===== src/rtl/ifg_defer_pkg.sv =====
package ifg_defer_pkg;
  typedef enum logic [1:0] {
    ST_BUSY = 2'd0,
    ST_GAP  = 2'd1,
    ST_OPEN = 2'd2,
    ST_TX   = 2'd3
  } ifg_state_e;
endpackage


===== src/rtl/ifg_sync_bit.sv =====
module ifg_sync_bit #(
  parameter int STAGES = 2
) (
  input  logic clk,
  input  logic rst,
  input  logic din,
  output logic dout
);
  logic [STAGES-1:0] chain_q;

  always_ff @(posedge clk) begin
    if (rst) chain_q <= '0;
    else     chain_q <= {chain_q[STAGES-2:0], din};
  end

  assign dout = chain_q[STAGES-1];
endmodule


===== src/rtl/ifg_tick_counter.sv =====
module ifg_tick_counter #(
  parameter int W = 8
) (
  input  logic         clk,
  input  logic         rst,
  input  logic         clear,
  input  logic         tick,
  output logic [W-1:0] count
);
  localparam logic [W-1:0] MAXV = {W{1'b1}};

  always_ff @(posedge clk) begin
    if (rst || clear)              count <= '0;
    else if (tick && count != MAXV) count <= count + 1'b1;
  end
endmodule


===== src/rtl/ifg_defer_timer.sv =====
module ifg_defer_timer
  import ifg_defer_pkg::*;
#(
  parameter int CNT_W       = 8,
  parameter int HALF_GAP    = 96,
  parameter int SYNC_STAGES = 2
) (
  input  logic             clk,
  input  logic             rst,
  input  logic             bit_tick,
  input  logic             carrier,
  input  logic             full_duplex,
  input  logic [CNT_W-1:0] gap_len,
  input  logic [CNT_W-1:0] part1_len,
  input  logic             tx_done,
  input  logic             tx_begin,
  input  logic             frame_pending,
  output logic             defer,
  output logic             tx_permit
);
  localparam logic [CNT_W-1:0] HALF_GAP_V = CNT_W'(HALF_GAP);

  ifg_state_e       state_q, state_n;
  logic             crs_s, crs_d;
  logic [CNT_W-1:0] cnt;
  logic [CNT_W-1:0] target;
  logic             cnt_clear, cnt_tick;
  logic             in_part1, gap_done, crs_rise;

  ifg_sync_bit #(.STAGES(SYNC_STAGES)) u_sync (
    .clk(clk), .rst(rst), .din(carrier), .dout(crs_s)
  );

  always_ff @(posedge clk) begin
    if (rst) crs_d <= 1'b0;
    else     crs_d <= crs_s;
  end

  ifg_tick_counter #(.W(CNT_W)) u_cnt (
    .clk(clk), .rst(rst), .clear(cnt_clear), .tick(cnt_tick), .count(cnt)
  );

  assign target   = full_duplex ? gap_len : HALF_GAP_V;
  assign in_part1 = !full_duplex && (cnt < part1_len);
  assign gap_done = cnt >= target;
  assign crs_rise = crs_s && !crs_d;
  assign cnt_tick = (state_q == ST_GAP) && bit_tick;

  always_comb begin
    state_n   = state_q;
    cnt_clear = 1'b0;
    unique case (state_q)
      ST_BUSY: begin
        cnt_clear = 1'b1;
        if (full_duplex || !crs_s) state_n = ST_GAP;
      end
      ST_GAP: begin
        if (in_part1 && crs_s) begin
          state_n   = ST_BUSY;
          cnt_clear = 1'b1;
        end else if (gap_done) begin
          state_n = ST_OPEN;
        end
      end
      ST_OPEN: begin
        if (tx_begin && frame_pending)           state_n = ST_TX;
        else if (!full_duplex && crs_rise)       state_n = ST_BUSY;
      end
      ST_TX: begin
        cnt_clear = 1'b1;
        if (tx_done) state_n = ST_GAP;
      end
      default: state_n = ST_GAP;
    endcase
  end

  always_ff @(posedge clk) begin
    if (rst) begin
      state_q   <= ST_GAP;
      defer     <= 1'b1;
      tx_permit <= 1'b0;
    end else begin
      state_q   <= state_n;
      defer     <= (state_n != ST_OPEN);
      tx_permit <= (state_n == ST_OPEN) && frame_pending;
    end
  end

  // a permit is only given for a frame that was pending
  a_r2_permit_needs_pending: assert property (@(posedge clk) disable iff (rst)
    tx_permit |-> $past(frame_pending));

  // held carrier in half-duplex keeps the block deferring
  a_r3_busy_holds: assert property (@(posedge clk) disable iff (rst)
    (state_q == ST_BUSY && !full_duplex && crs_s) |=> (state_q == ST_BUSY));

  // every new gap begins from a cleared count
  a_r5_gap_starts_zero: assert property (@(posedge clk) disable iff (rst)
    (state_q != ST_GAP) |=> (state_q == ST_GAP) -> (cnt == '0));

  // second part of the gap cannot be restarted by carrier
  a_r6_part2_no_restart: assert property (@(posedge clk) disable iff (rst)
    (state_q == ST_GAP && !full_duplex && cnt >= part1_len) |=> (state_q != ST_BUSY));

  // carrier never forces a deferral in full-duplex mode
  a_r10_full_ignores_crs: assert property (@(posedge clk) disable iff (rst)
    (full_duplex && state_q != ST_BUSY) |=> (state_q != ST_BUSY));

  // no permit while the own frame is in progress
  a_r8_tx_no_permit: assert property (@(posedge clk) disable iff (rst)
    (state_q == ST_TX) |-> (!tx_permit && defer));
endmodule


===== config.mk =====
export PLATFORM = sky130hd
export DESIGN_NAME = ifg_defer_timer
export DESIGN_NICKNAME = d
export VERILOG_FILES = /design/src/rtl/ifg_defer_pkg.sv /design/src/rtl/ifg_sync_bit.sv /design/src/rtl/ifg_tick_counter.sv /design/src/rtl/ifg_defer_timer.sv
export SDC_FILE = /design/constraint.sdc
export NUM_CORES = 1
export LEC_CHECK = 0
export BUFFER_PORTS_ARGS = -buffer_cell sky130_fd_sc_hd__buf_2
export CAP_MARGIN = 20
export CORE_MARGIN = 5
export CORE_UTILIZATION = 30
export DETAILED_ROUTE_END_ITERATION = 16
export GPL_ROUTABILITY_DRIVEN = 1
export REMOVE_ABC_BUFFERS = 1
export SLEW_MARGIN = 30
export SYNTH_ARGS = -nofsm -noshare
export SYNTH_HDL_FRONTEND = slang
export SYNTH_SLANG_ARGS = --single-unit

===== constraint.sdc =====
create_clock -name clk -period 6.8 [get_ports clk]
set_input_delay 1.36 -clock clk [delete_from_list [all_inputs] [get_ports clk]]
set_output_delay 1.36 -clock clk [all_outputs]
set_load 0.05 [all_outputs]

Word-level counts from Yosys, hierarchy flattened
Cells that the tools add are included.
- add/subtract/negate cells: 1
- $mul: 0
- div/mod/pow operators: 0
- magnitude comparators: 2
- equal/unequal tests: 6
- shift-type cells: 0
- mux-type cells: 10
- bitwise gates (word level): 0
- reductions and logical operators: 15
- operators with widths (operator ; count):
    $mux W2 ; 6
    $add A8 B1 Y8 const B ; 1
    $ge A8 B8 Y1 ; 1
    $logic_and A1 B1 Y1 ; 8
    $lt A8 B8 Y1 ; 1
    $mux W8 ; 1
    $ne A8 B8 Y1 const B ; 1
    $pmux W2 S4 ; 1
    $eq A2 B2 Y1 const B ; 3
    $logic_not A1 Y1 ; 3
    $eq A2 B1 Y1 const B ; 1
    $logic_not A2 Y1 ; 1
    $logic_or A1 B1 Y1 ; 2
    $ne A2 B2 Y1 const B ; 1
    $pmux W1 S2 ; 1
    $reduce_or A2 Y1 ; 1
    $mux W1 ; 1
- flip-flop bits (word level): 15
- latch bits: 0
- bits in writable memories: 0
- ROM bits: 0
- input bits: 24
- output and inout bits: 2
- memories: 0

Longest topological paths before layout
Gate-level depths: netlist (run 1).
- word-level depth: 8
- gate-level depth with buffers: 9

Cells and area by module
Synthesis (run 1) repeated with hierarchy kept, for this count alone.
- cells, all modules: 138
- area total of the unflattened synthesis: 1183.6 µm²
- by module, submodules not included (module ; times used ; cells an instance ; area each (µm²)):
    ifg_defer_timer ; 1 ; 86 ; 709.4
    ifg_tick_counter ; 1 ; 48 ; 421.7
    ifg_sync_bit ; 1 ; 4 ; 52.6

Worst setup path after synthesis (run 1)
No wires, ideal clock.
- path type: input -> register
- start: in full_duplex
- end: reg tx_permit
- library setup time: 0.115 ns
- arrival time: 3.015 ns
- data required time: 6.685 ns
- path slack: 3.670 ns
- stages on the path: 9
- buffers on the path: 1
- path through: buf_2 and2_1 ha_1 nand2b_1 a2111oi_0 o21ai_0 o31ai_1 o211ai_1 and3_1
- cells in the longest elaborated chain, start to end: 7
- RTL lines (element ; line ; source):
    start: declaration ; ifg_defer_timer.sv:12 ; input logic full_duplex,
    $mux W8 or $logic_not A1 Y1 (tied branches) ; ifg_defer_timer.sv:43, ifg_defer_timer.sv:44, ifg_defer_timer.sv:67 ;
    $ge A8 B8 Y1 (tied with other cells) ; ifg_defer_timer.sv:45 ; assign gap_done = cnt >= target;
    $mux W2 (tied with other cells) ; ifg_defer_timer.sv:61 ; end else if (gap_done) begin
    $mux W2 (on tied branches) ; ifg_defer_timer.sv:58, ifg_defer_timer.sv:66 ;
    $pmux W2 S4 (*) ; ifg_defer_timer.sv:52 ; unique case (state_q)
    $eq A2 B2 Y1 (*) ; ifg_defer_timer.sv:85 ; tx_permit <= (state_n == ST_OPEN) && frame_pending;
    $logic_and A1 B1 Y1 (*) ; ifg_defer_timer.sv:85 ;
    end signal: assignment ; ifg_defer_timer.sv:85 ;
    end: declaration ; ifg_defer_timer.sv:19 ; output logic tx_permit
Mark *: on every way between the ends. The rest lies on a longest branch, timed or not.
A chain may end at the register's enable or synchronous reset.

Worst setup path in the final report (run 1)
Ends and elaborated chain as after synthesis.

==> impl_metrics.py, run 1 <==
metrics = {
    "run_status": {
        "status": "finished clean",
    },
    "route": {
        "drcViolationCount": 0,
        "num_vias": 985,
        "wl_per_cell_um": 11.8,
        "finalWirelength_um": 2410,
        "viasPerCell": 4.83,
        "drt_iter0_markers": 43,
        "ant_nets": 0,
        "drtPass1Iterations": 4,
    },
    "synthesis": {
        "synth_edf_count": 0,
        "ys.flop_type": "dfxtp_1",
        "async_flop_share_pct": 0,
        "synth_compound_area_share_pct": 16.0,
        "syn_area_per_cell_sq_um": 8.73,
        "synth_area_sq_um": 1120,
        "synth.mux.area_fraction_pct": 1.79,
        "synth_top_family_by_area": "simple AND/OR/NAND/NOR gates",
        "synth_cell_types": 35,
        "ys_warn_count": 0,
        "synthSimpleGateAreaFrac_pct": 23.4,
        "synth_xor_xnor_area_share_pct": 4.70,
        "synthAdderAreaFrac_pct": 22.4,
        "ys_ff_latch": 15,
        "ys_seq_area_share_pct": 26.9,
        "syn_inst": 128,
    },
    "timing": {
        "timing.hold.ws_ns": 0.440,
        "fin_skew_ns": 0.000932,
        "finalHoldViolations": 0,
        "post-route-min-period_ns": 3.11,
        "slew_headroom_pct": 73.8,
        "finalSetupViolations": 0,
        "tns_ns": 0,
        "rsz0062_at_grt": "no",
        "finalMaxSlewViolations": 0,
        "fmax_mhz": 321,
        "post-route-period-util_pct": 45.8,
        "worst_pin_slew_ns": 0.392,
    },
    "clock_tree": {
        "cts_tree": "done",
        "clk_pin_slew_ns": 0.06,
        "insertion_delay_ns": 0.25,
        "cts_resized": 0,
        "h-tree-depth": 1,
        "clock-sinks": 15,
        "cts_buffers": 3,
        "post_cts_buffers": 0,
        "cts_max_path_buffers": 2,
        "clock-root-buffer": "clkbuf_8",
        "cts_hold_buf": 0,
    },
    "critical_path": {
        "slowest_delay_ns": 0.40,
        "crit_required_ns": 6.94,
        "cp.arrival_ns": 3.26,
        "ff2ff_setup_slack_ns": 4.53,
        "slowest_stage": "a2111oi_0",
        "cp_max_fo": 9,
        "start_kind": "input pin",
        "end_kind": "flip-flop",
        "crit_chain": "buf_2, and2_1, ha_1, nand2b_1, a2111oi_0, o21ai_0, o31ai_1, o211ai_1, and3_1",
        "path_class": "input pin to flip-flop",
    },
    "power_and_ir_drop": {
        "power_density_nw_per_um2": 196,
        "power_leakage_nw": 0.676,
        "max-vdd-ir-drop_v": 0.0000883,
        "p_total_uw": 263,
    },
    "floorplan": {
        "die_area_sq_um": 5040,
        "ios": 26,
        "rows": 22,
        "initial_core_util_pct": 30.8,
        "die_w_um": 71.0,
        "core_area_sq_um": 3630,
        "die_h_um": 71.0,
    },
    "grt": {
        "track_usage_pct": 10.2,
        "grt_pass1_wl_um": 4170,
        "overflow": 0,
        "antenna_found_initial": 0,
        "grt_pass1_vias": 973,
        "grt_max_degree": 10,
    },
    "place": {
        "dp_cells": 200,
        "hpwl_um": 2060,
        "gp_congestion": 0.930,
        "io_buffers": 25,
    },
    "cells_and_area": {
        "drive_above_1_share_pct": 22.4,
        "diodes": 0,
        "final_nets": 201,
        "post-route-util_pct": 37.0,
        "final_cells": 204,
        "num-fill-cells": 405,
        "layout_common_cells": "buf_2, ha_1, dfxtp_1",
        "area_growth_pct": 20.3,
        "final_common_cell": "buf_2",
    },
    "flow_run": {
        "drv_cap": 0,
    },
    "worst_hold_path": {
        "hold_path.class": "flip-flop to flip-flop",
    },
}
critical path, delay by kind of cell:
| family | cells | cell delay, ns |
|---|---|---|
| fa+ha+maj | 1 | 0.26 |
| buf+inv | 1 | 0.14 |
| compound gates | 4 | 1.00 |
| simple gates | 3 | 0.49 |
path summary, 6_finish.rpt:
path,from,endpoint,depth (start not counted)
max,full_duplex,tx_permit$_SDFF_PP0_,9
min reg2reg,u_sync.chain_q[0]$_SDFF_PP0_,u_sync.chain_q[1]$_SDFF_PP0_,1
max reg2reg,u_cnt.count[0]$_SDFFE_PP0P_,tx_permit$_SDFF_PP0_,8
min,u_sync.chain_q[0]$_SDFF_PP0_,u_sync.chain_q[1]$_SDFF_PP0_,1
layer usage:
layer	vias up	part of all wire (%)	routed length [um]	global-route usage, %
li1	507	-	-	-
met2	20	48	1160	17.1
met4	0	1.0	25	3.13
met5	-	0	0	0
met3	4	4.8	115	2.98
met1	454	46	1100	12.5
report_power, final:
part / internal, mW / leakage [nW] / switching, mW
registers: 0.0959 / 0.122 / 0.0123
clock network: 0.0405 / 0.0255 / 0.0316
logic: 0.0379 / 0.529 / 0.0445
total: 0.174 / 0.676 / 0.0884
state kept, by name, summed over array words and instances (netlist names):
signal          count
state_q             2
tx_permit           1
u_sync.chain_q      2
defer               1
u_cnt.count         8
crs_d               1
synthesized netlist by cell type, types with 2 or more instances:
cell type / count / area (sq um)
nand2_1: 12 / 45.0
nand4_1: 5 / 31.3
nor2_1: 10 / 37.5
a21oi_1: 3 / 15.0
and3_1: 5 / 31.3
o21a_1: 2 / 15.0
inv_1: 13 / 48.8
nor2b_1: 6 / 37.5
o211ai_1: 2 / 15.0
nand2b_1: 5 / 31.3
xor2_1: 5 / 43.8
ha_1: 20 / 250
nand3_1: 2 / 10.0
o21ai_0: 2 / 10.0
mux2i_1: 2 / 20.0
dfxtp_1: 15 / 300
final cells by class:
| type | count | area (sq um) | share of cell area [%] |
|---|---|---|---|
| Multi-Input combinational cell | 99 | 763 | 56.8 |
| Clock inverter | 1 | 5.00 | 0.372 |
| Timing Repair Buffer | 25 | 125 | 9.31 |
| Tap cell | 48 | 60.1 | 4.47 |
| Inverter | 13 | 48.8 | 3.63 |
| Sequential cell | 15 | 300 | 22.3 |
| Clock buffer | 3 | 41.3 | 3.07 |
per-stage QoR:
step           setup WS (ns)  cell area, sq um
2_1_floorplan           3.80              1110
3_3_place_gp            3.51              1300
3_5_place_dp            3.44              1300
4_1_cts                 3.70              1340
5_1_grt                 3.60              1340
6_report                3.69              1340
kinds of logic (layout without fill, tap and decap cells):
group / count (synthesis) / count (layout)
and+or+nand+nor: 50 / 50
xor gates and xnor gates: 6 / 6
AOI/OAI and AO/OA: 21 / 21
adders and majority gates: 20 / 20
muxes: 2 / 2
DFF: 15 / 15
buffers and inverters: 14 / 42
Note: power is estimated with default switching activity, not from simulation.
==> run 2: changes to the inputs <==
- ABC_AREA: not set -> 1
- clock period: 6.8 -> 3.2 ns (I/O delays scaled with it)
==> run 2 against run 1 <==
Net effect: via count is 8.2% higher; sequential power grew 120%; cell area is 6.1% higher; non-clock buffer count stayed put; combinational power rose to 3.4 times the previous value; sequential cell count did not move; routed wire length shrank 0.42%; sequential share of layout area down 1.3 points; worst hold slack worse by 0.037 ns; critical path type unchanged; critical endpoint unchanged; largest cell class unchanged.
==> impl_metrics.py, run 2 <==
metrics = {
    "run_status": {
        "status": "finished clean",
    },
    "route": {
        "drcViolationCount": 0,
        "ant_nets": 0,
        "drt_iter0_markers": 43,
        "num_vias": 1066,
        "wl_per_cell_um": 9.66,
        "drtPass1Iterations": 4,
        "finalWirelength_um": 2400,
        "viasPerCell": 4.30,
    },
    "cells_and_area": {
        "top_register": "u_cnt.count",
        "drive_above_1_share_pct": 21.2,
        "final_nets": 243,
        "layout_common_cells": "nand2_1, inv_1, buf_2",
        "diodes": 0,
        "top_regs": "u_cnt.count: 8 flops, state_q: 2 flops, u_sync.chain_q: 2 flops",
        "largest_reg_flops": 8,
        "final_common_cell": "nand2_1",
        "post-route-util_pct": 36.1,
        "area_growth_pct": 18.4,
    },
    "synthesis": {
        "ys_ff_latch": 15,
        "synth_edf_count": 0,
        "async_flop_share_pct": 0,
        "synth_area_sq_um": 1200,
        "synth_cell_types": 27,
        "syn_area_per_cell_sq_um": 7.08,
        "synthAdderAreaFrac_pct": 20.8,
        "synthSimpleGateAreaFrac_pct": 30.1,
        "ys.flop_type": "dfxtp_1",
        "ys_seq_area_share_pct": 24.9,
        "synth.mux.area_fraction_pct": 0,
        "synth.most_common_cell": "nand2_1",
        "yosysTopAreaCell": "dfxtp_1",
        "synth_xor_xnor_area_share_pct": 2.18,
        "yosys-top-cells-area": "dfxtp_1, ha_1, nand2_1",
        "synth_compound_area_share_pct": 11.3,
        "syn_inst": 170,
        "synth_top_area_share_pct": 24.9,
        "synth_common_cells": "nand2_1, inv_1, ha_1",
        "ys_warn_count": 0,
        "synth_top_family_by_area": "simple AND/OR/NAND/NOR gates",
    },
    "timing": {
        "worst_pin_slew_ns": 0.286,
        "tns_ns": 0,
        "finalSetupViolations": 0,
        "finalHoldViolations": 0,
        "rsz0062_at_grt": "no",
        "post-route-period-util_pct": 59.7,
        "slew_headroom_pct": 80.9,
        "finalMaxSlewViolations": 0,
        "fmax_mhz": 524,
        "timing.hold.ws_ns": 0.403,
        "fin_skew_ns": 0.00101,
        "post-route-min-period_ns": 1.91,
    },
    "critical_path": {
        "cp.arrival_ns": 2.05,
        "start_kind": "input pin",
        "end_kind": "flip-flop",
        "crit_required_ns": 3.34,
        "cp_max_fo": 8,
        "path_class": "input pin to flip-flop",
    },
    "power_and_ir_drop": {
        "power_leakage_nw": 0.743,
        "power_density_nw_per_um2": 462,
        "max-vdd-ir-drop_v": 0.000155,
    },
    "floorplan": {
        "ios": 26,
        "rows": 23,
        "die_area_sq_um": 5380,
        "core_area_sq_um": 3940,
        "initial_core_util_pct": 30.5,
        "die_w_um": 73.3,
        "die_h_um": 73.3,
    },
    "clock_tree": {
        "insertion_delay_ns": 0.24,
        "clock-sinks": 15,
        "clk_pin_slew_ns": 0.06,
        "cts_buffers": 3,
        "h-tree-depth": 1,
        "cts_max_path_buffers": 2,
        "cts_hold_buf": 0,
        "post_cts_buffers": 0,
        "clock-root-buffer": "clkbuf_8",
        "cts_resized": 0,
        "cts_tree": "done",
    },
    "grt": {
        "overflow": 0,
        "antenna_found_initial": 0,
        "grt_max_degree": 9,
        "track_usage_pct": 9.76,
        "grt_pass1_vias": 1010,
        "grt_pass1_wl_um": 4150,
    },
    "place": {
        "hpwl_um": 2050,
        "gp_congestion": 0.788,
        "io_buffers": 25,
    },
    "worst_hold_path": {
        "hold_path.class": "flip-flop to flip-flop",
    },
    "flow_run": {
        "drv_cap": 0,
    },
}
==> run 2: cell types whose count changed in the layout (fill, tap and decap cells not counted), moves of 3 or more <==
cell / change
nand4_1: -5
nand3_1: +7
xor2_1: -3
nor2_2: +4
nand2_1: +33
and3_1: -4
nand2b_1: -5
inv_1: +16
a21oi_1: +5
nor2b_1: -5
nor2_1: +5
==> run 2: area by class of cell <==
class	count	area [sq um]
inverters	31	116
multi-input cells	123	776
fillers	446	2520
clock buffers	4	45.0
flip-flops and latches	15	300
repair buffers	25	125
well taps	50	62.6
==> run 2: where the power goes <==
group | leakage, nW | internal, mW | total, mW | switching, mW
Clock | 0.0228 | 0.0879 | 0.147 | 0.0586
Combinational | 0.598 | 0.104 | 0.278 | 0.173
Sequential | 0.122 | 0.212 | 0.235 | 0.0230
Total | 0.743 | 0.404 | 0.659 | 0.255
==> run 2: per-stage QoR <==
stage	cells	power (mW)	setup WS, ns	area, sq um
finish	248	0.659	1.29	1430
global route	248	0.720	1.12	1430
CTS	248	0.669	1.28	1430
detailed placement	244	0.518	1.03	1380
global placement	244	0.518	1.04	1380
floorplan	169	0.450	1.35	1190
==> run 2: kinds of logic (layout without fill, tap and decap cells) <==
group           count (synthesis)  after routing
simple gates                   82             82
flops                          15             15
xor+xnor                        3              3
fa+ha+maj                      20             20
compound gates                 18             18
buf+inv                        32             60
==> run 2: layer usage <==
layer | global-route usage [%] | vias to the layer above | share of wire [%]
li1 | - | 590 | -
met1 | 12.3 | 453 | 49
met2 | 15.8 | 17 | 45
met3 | 2.33 | 6 | 4.8
met4 | 4.23 | 0 | 2.0
met5 | 0 | - | 0
==> run 2: final timing paths <==
kind                                                     end  cells past startpoint  slack (ns)                    startpoint
worst max-delay path                    tx_permit$_SDFF_PP0_                     11        1.29                   full_duplex
worst min-delay path            u_sync.chain_q[1]$_SDFF_PP0_                      2        0.40  u_sync.chain_q[0]$_SDFF_PP0_
worst max register to register   u_cnt.count[5]$_SDFFE_PP0P_                     11        1.40   u_cnt.count[7]$_SDFFE_PP0P_
worst min register to register  u_sync.chain_q[1]$_SDFF_PP0_                      2        0.40  u_sync.chain_q[0]$_SDFF_PP0_
==> run 2: critical path, cell delays in order <==
cell and delay [ns]:
buf_2 0.19, inv_1 0.08, nor2_1 0.12, ha_1 0.25, a21oi_1 0.15, o21a_1 0.15
nand3_1 0.08, o21bai_1 0.15, nand2_1 0.11, nand3_2 0.10, nor2_2 0.03
==> run 3: changes to the inputs <==
- clock period: 3.2 -> 1.65 ns (I/O delays scaled with it)
==> run 3 against run 2 <==
Net effect: clock-buffer cell count did not move; combinational power increased to 2.7 times the previous value; total power grew 130%; non-clock buffer count grew 18; via count up 7.3%; sequential cell count is the same; final cell count grew 7.3%; cell area up 24%; clock power up 90%; critical path type is now flip-flop to flip-flop; critical endpoint is now u_cnt.count[4]$_SDFFE_PP0P_; highest routed layer unchanged.
==> impl_metrics.py, run 3 (same netlist as run 2, synthesis figures left out) <==
metrics = {
    "cells_and_area": {
        "largest_reg_flops": 8,
        "drive_above_1_share_pct": 47.2,
        "top_register": "u_cnt.count",
        "area_growth_pct": 46.4,
        "final_common_cell": "nand2_1",
        "top_regs": "u_cnt.count: 8 flops, state_q: 2 flops, u_sync.chain_q: 2 flops",
        "ff_latch_area_sq_um": 317,
        "multiInputGateArea_sq_um": 955,
        "layout_common_cells": "nand2_1, inv_1, buf_2",
        "final_nets": 261,
        "diodes": 0,
        "num-fill-cells": 408,
        "post-route-util_pct": 44.7,
    },
    "critical_path": {
        "critPathTopFamily": "simple AND/OR/NAND/NOR gates",
        "crit_required_ns": 1.82,
        "crit_chain": "ha_2, nand3_1, nor2_2, a31oi_4, buf_4, nand2_2, or3_1, a21oi_1",
        "reg2reg_depth": 8,
        "end_kind": "flip-flop",
        "slowest_delay_ns": 0.37,
        "path_class": "flip-flop to flip-flop",
        "start_kind": "flip-flop",
        "crit_buf_inv": 1,
        "cp.arrival_ns": 1.77,
        "critical_path_depth": 8,
        "slowest_stage": "dfxtp_4",
        "cp_max_fo": 5,
    },
    "floorplan": {
        "die_w_um": 73.3,
        "ios": 26,
        "die_area_sq_um": 5380,
        "rows": 23,
        "core_area_sq_um": 3940,
        "die_h_um": 73.3,
        "initial_core_util_pct": 30.5,
    },
    "clock_tree": {
        "insertion_delay_ns": 0.24,
        "cts_buffers": 3,
        "h-tree-depth": 1,
        "clock-sinks": 15,
        "cts_tree": "done",
        "cts_max_path_buffers": 2,
        "cts_hold_buf": 0,
        "clk_pin_slew_ns": 0.05,
        "clock-root-buffer": "clkbuf_8",
    },
    "timing": {
        "worst_slack_ns": 0.0499,
        "tns_ns": 0,
        "fin_skew_ns": 0.00145,
        "timing.hold.ws_ns": 0.291,
        "fmax_mhz": 625,
        "slew_headroom_pct": 82.9,
        "rsz0062_at_grt": "yes",
        "post-route-min-period_ns": 1.60,
        "finalHoldViolations": 0,
        "post-route-period-util_pct": 97.0,
        "finalMaxSlewViolations": 0,
        "finalSetupViolations": 0,
        "worst_pin_slew_ns": 0.256,
    },
    "route": {
        "num_vias": 1144,
        "drtPass1Iterations": 4,
        "drcViolationCount": 0,
        "drt_iter0_markers": 64,
        "ant_nets": 0,
        "finalWirelength_um": 2800,
        "wl_per_cell_um": 10.5,
        "viasPerCell": 4.30,
    },
    "grt": {
        "met1_usage_pct": 12.4,
        "grt-busiest-layer": "met2",
        "antenna_found_initial": 0,
        "grt_max_degree": 9,
        "grt_pass1_vias": 1063,
        "gr-usage-met2_pct": 17.8,
        "track_usage_pct": 10.1,
        "grt_pass1_wl_um": 4310,
        "overflow": 0,
        "met3_usage_pct": 1.64,
    },
    "worst_hold_path": {
        "hold_depth": 3,
        "hold_path.class": "input pin to flip-flop",
    },
    "place": {
        "hpwl_um": 2170,
        "place_ws_ns": -0.195,
        "gp_congestion": 0.824,
        "io_buffers": 25,
    },
    "power_and_ir_drop": {
        "p_comb_share_pct": 50.2,
        "p_seq_share_pct": 31.1,
        "max-vdd-ir-drop_v": 0.000524,
        "power_density_nw_per_um2": 847,
        "p_sw_share_pct": 38.1,
        "internal_power_uw": 923,
        "switchingPower_uw": 568,
        "power_leakage_nw": 0.842,
        "p_total_mw": 1.49,
        "power_frac_clock_pct": 18.7,
    },
    "run_status": {
        "status": "finished clean",
    },
    "flow_run": {
        "drv_cap": 0,
    },
}
run 3: changes by cell type in the layout (fill, tap and decap cells not counted), sizes merged:
cell,change
buf,+17
clkbuf,+1
run 3: path summary, 6_finish.rpt:
path | slack [ns] | to | start
max | 0.05 | u_cnt.count[4]$_SDFFE_PP0P_ | u_cnt.count[1]$_SDFFE_PP0P_
min | 0.29 | u_sync.chain_q[0]$_SDFF_PP0_ | carrier
max reg2reg | 0.05 | u_cnt.count[4]$_SDFFE_PP0P_ | u_cnt.count[1]$_SDFFE_PP0P_
min reg2reg | 0.40 | u_sync.chain_q[1]$_SDFF_PP0_ | u_sync.chain_q[0]$_SDFF_PP0_
run 3: timing repair:
| item | 4_1_cts | 5_1_grt |
|---|---|---|
| setup endpoints to repair | 3 | 12 |
| pin swaps | 2 | 24 |
| buffers inserted | 1 | 3 |
| gates resized for setup | 4 | 44 |
run 3: power groups by stage:
stage	sequential [mW]	clock, mW	combinational [mW]
after global placement	0.464	0	0.618
after detailed placement	0.463	0	0.620
after floorplan	0.494	0	0.379
after global routing	0.472	0.312	0.844
after CTS	0.458	0.291	0.646
final	0.464	0.279	0.749
run 3: worst reg2reg max path: stages (launching register included):
cell and delay, ns:
dfxtp_4 0.37, ha_2 0.19, nand3_1 0.09, nor2_2 0.06, a31oi_4 0.19, buf_4 0.15
nand2_2 0.05, or3_1 0.31, a21oi_1 0.12
run 3: area by class of cell:
class,count,area share (%)
Tap cell,50,3.55
Timing Repair Buffer,43,15.1
Inverter,31,6.61
Multi-Input combinational cell,123,54.2
Clock buffer,4,2.56
Sequential cell,15,18.0
run 3: stage by stage:
stage / area (sq um) / std cells
floorplan: 1190 / 169
global placement: 1490 / 258
detailed placement: 1490 / 258
CTS: 1550 / 263
global route: 1760 / 266
finish: 1760 / 266
run 3: routing by layer:
metal  up-vias  share of wire [%]  wire [um]
li1        624                  -          -
met1       505                 46       1290
met2        13                 50       1400
met3         2                3.2         89
met4         0               0.61         17
met5         -                  0          0
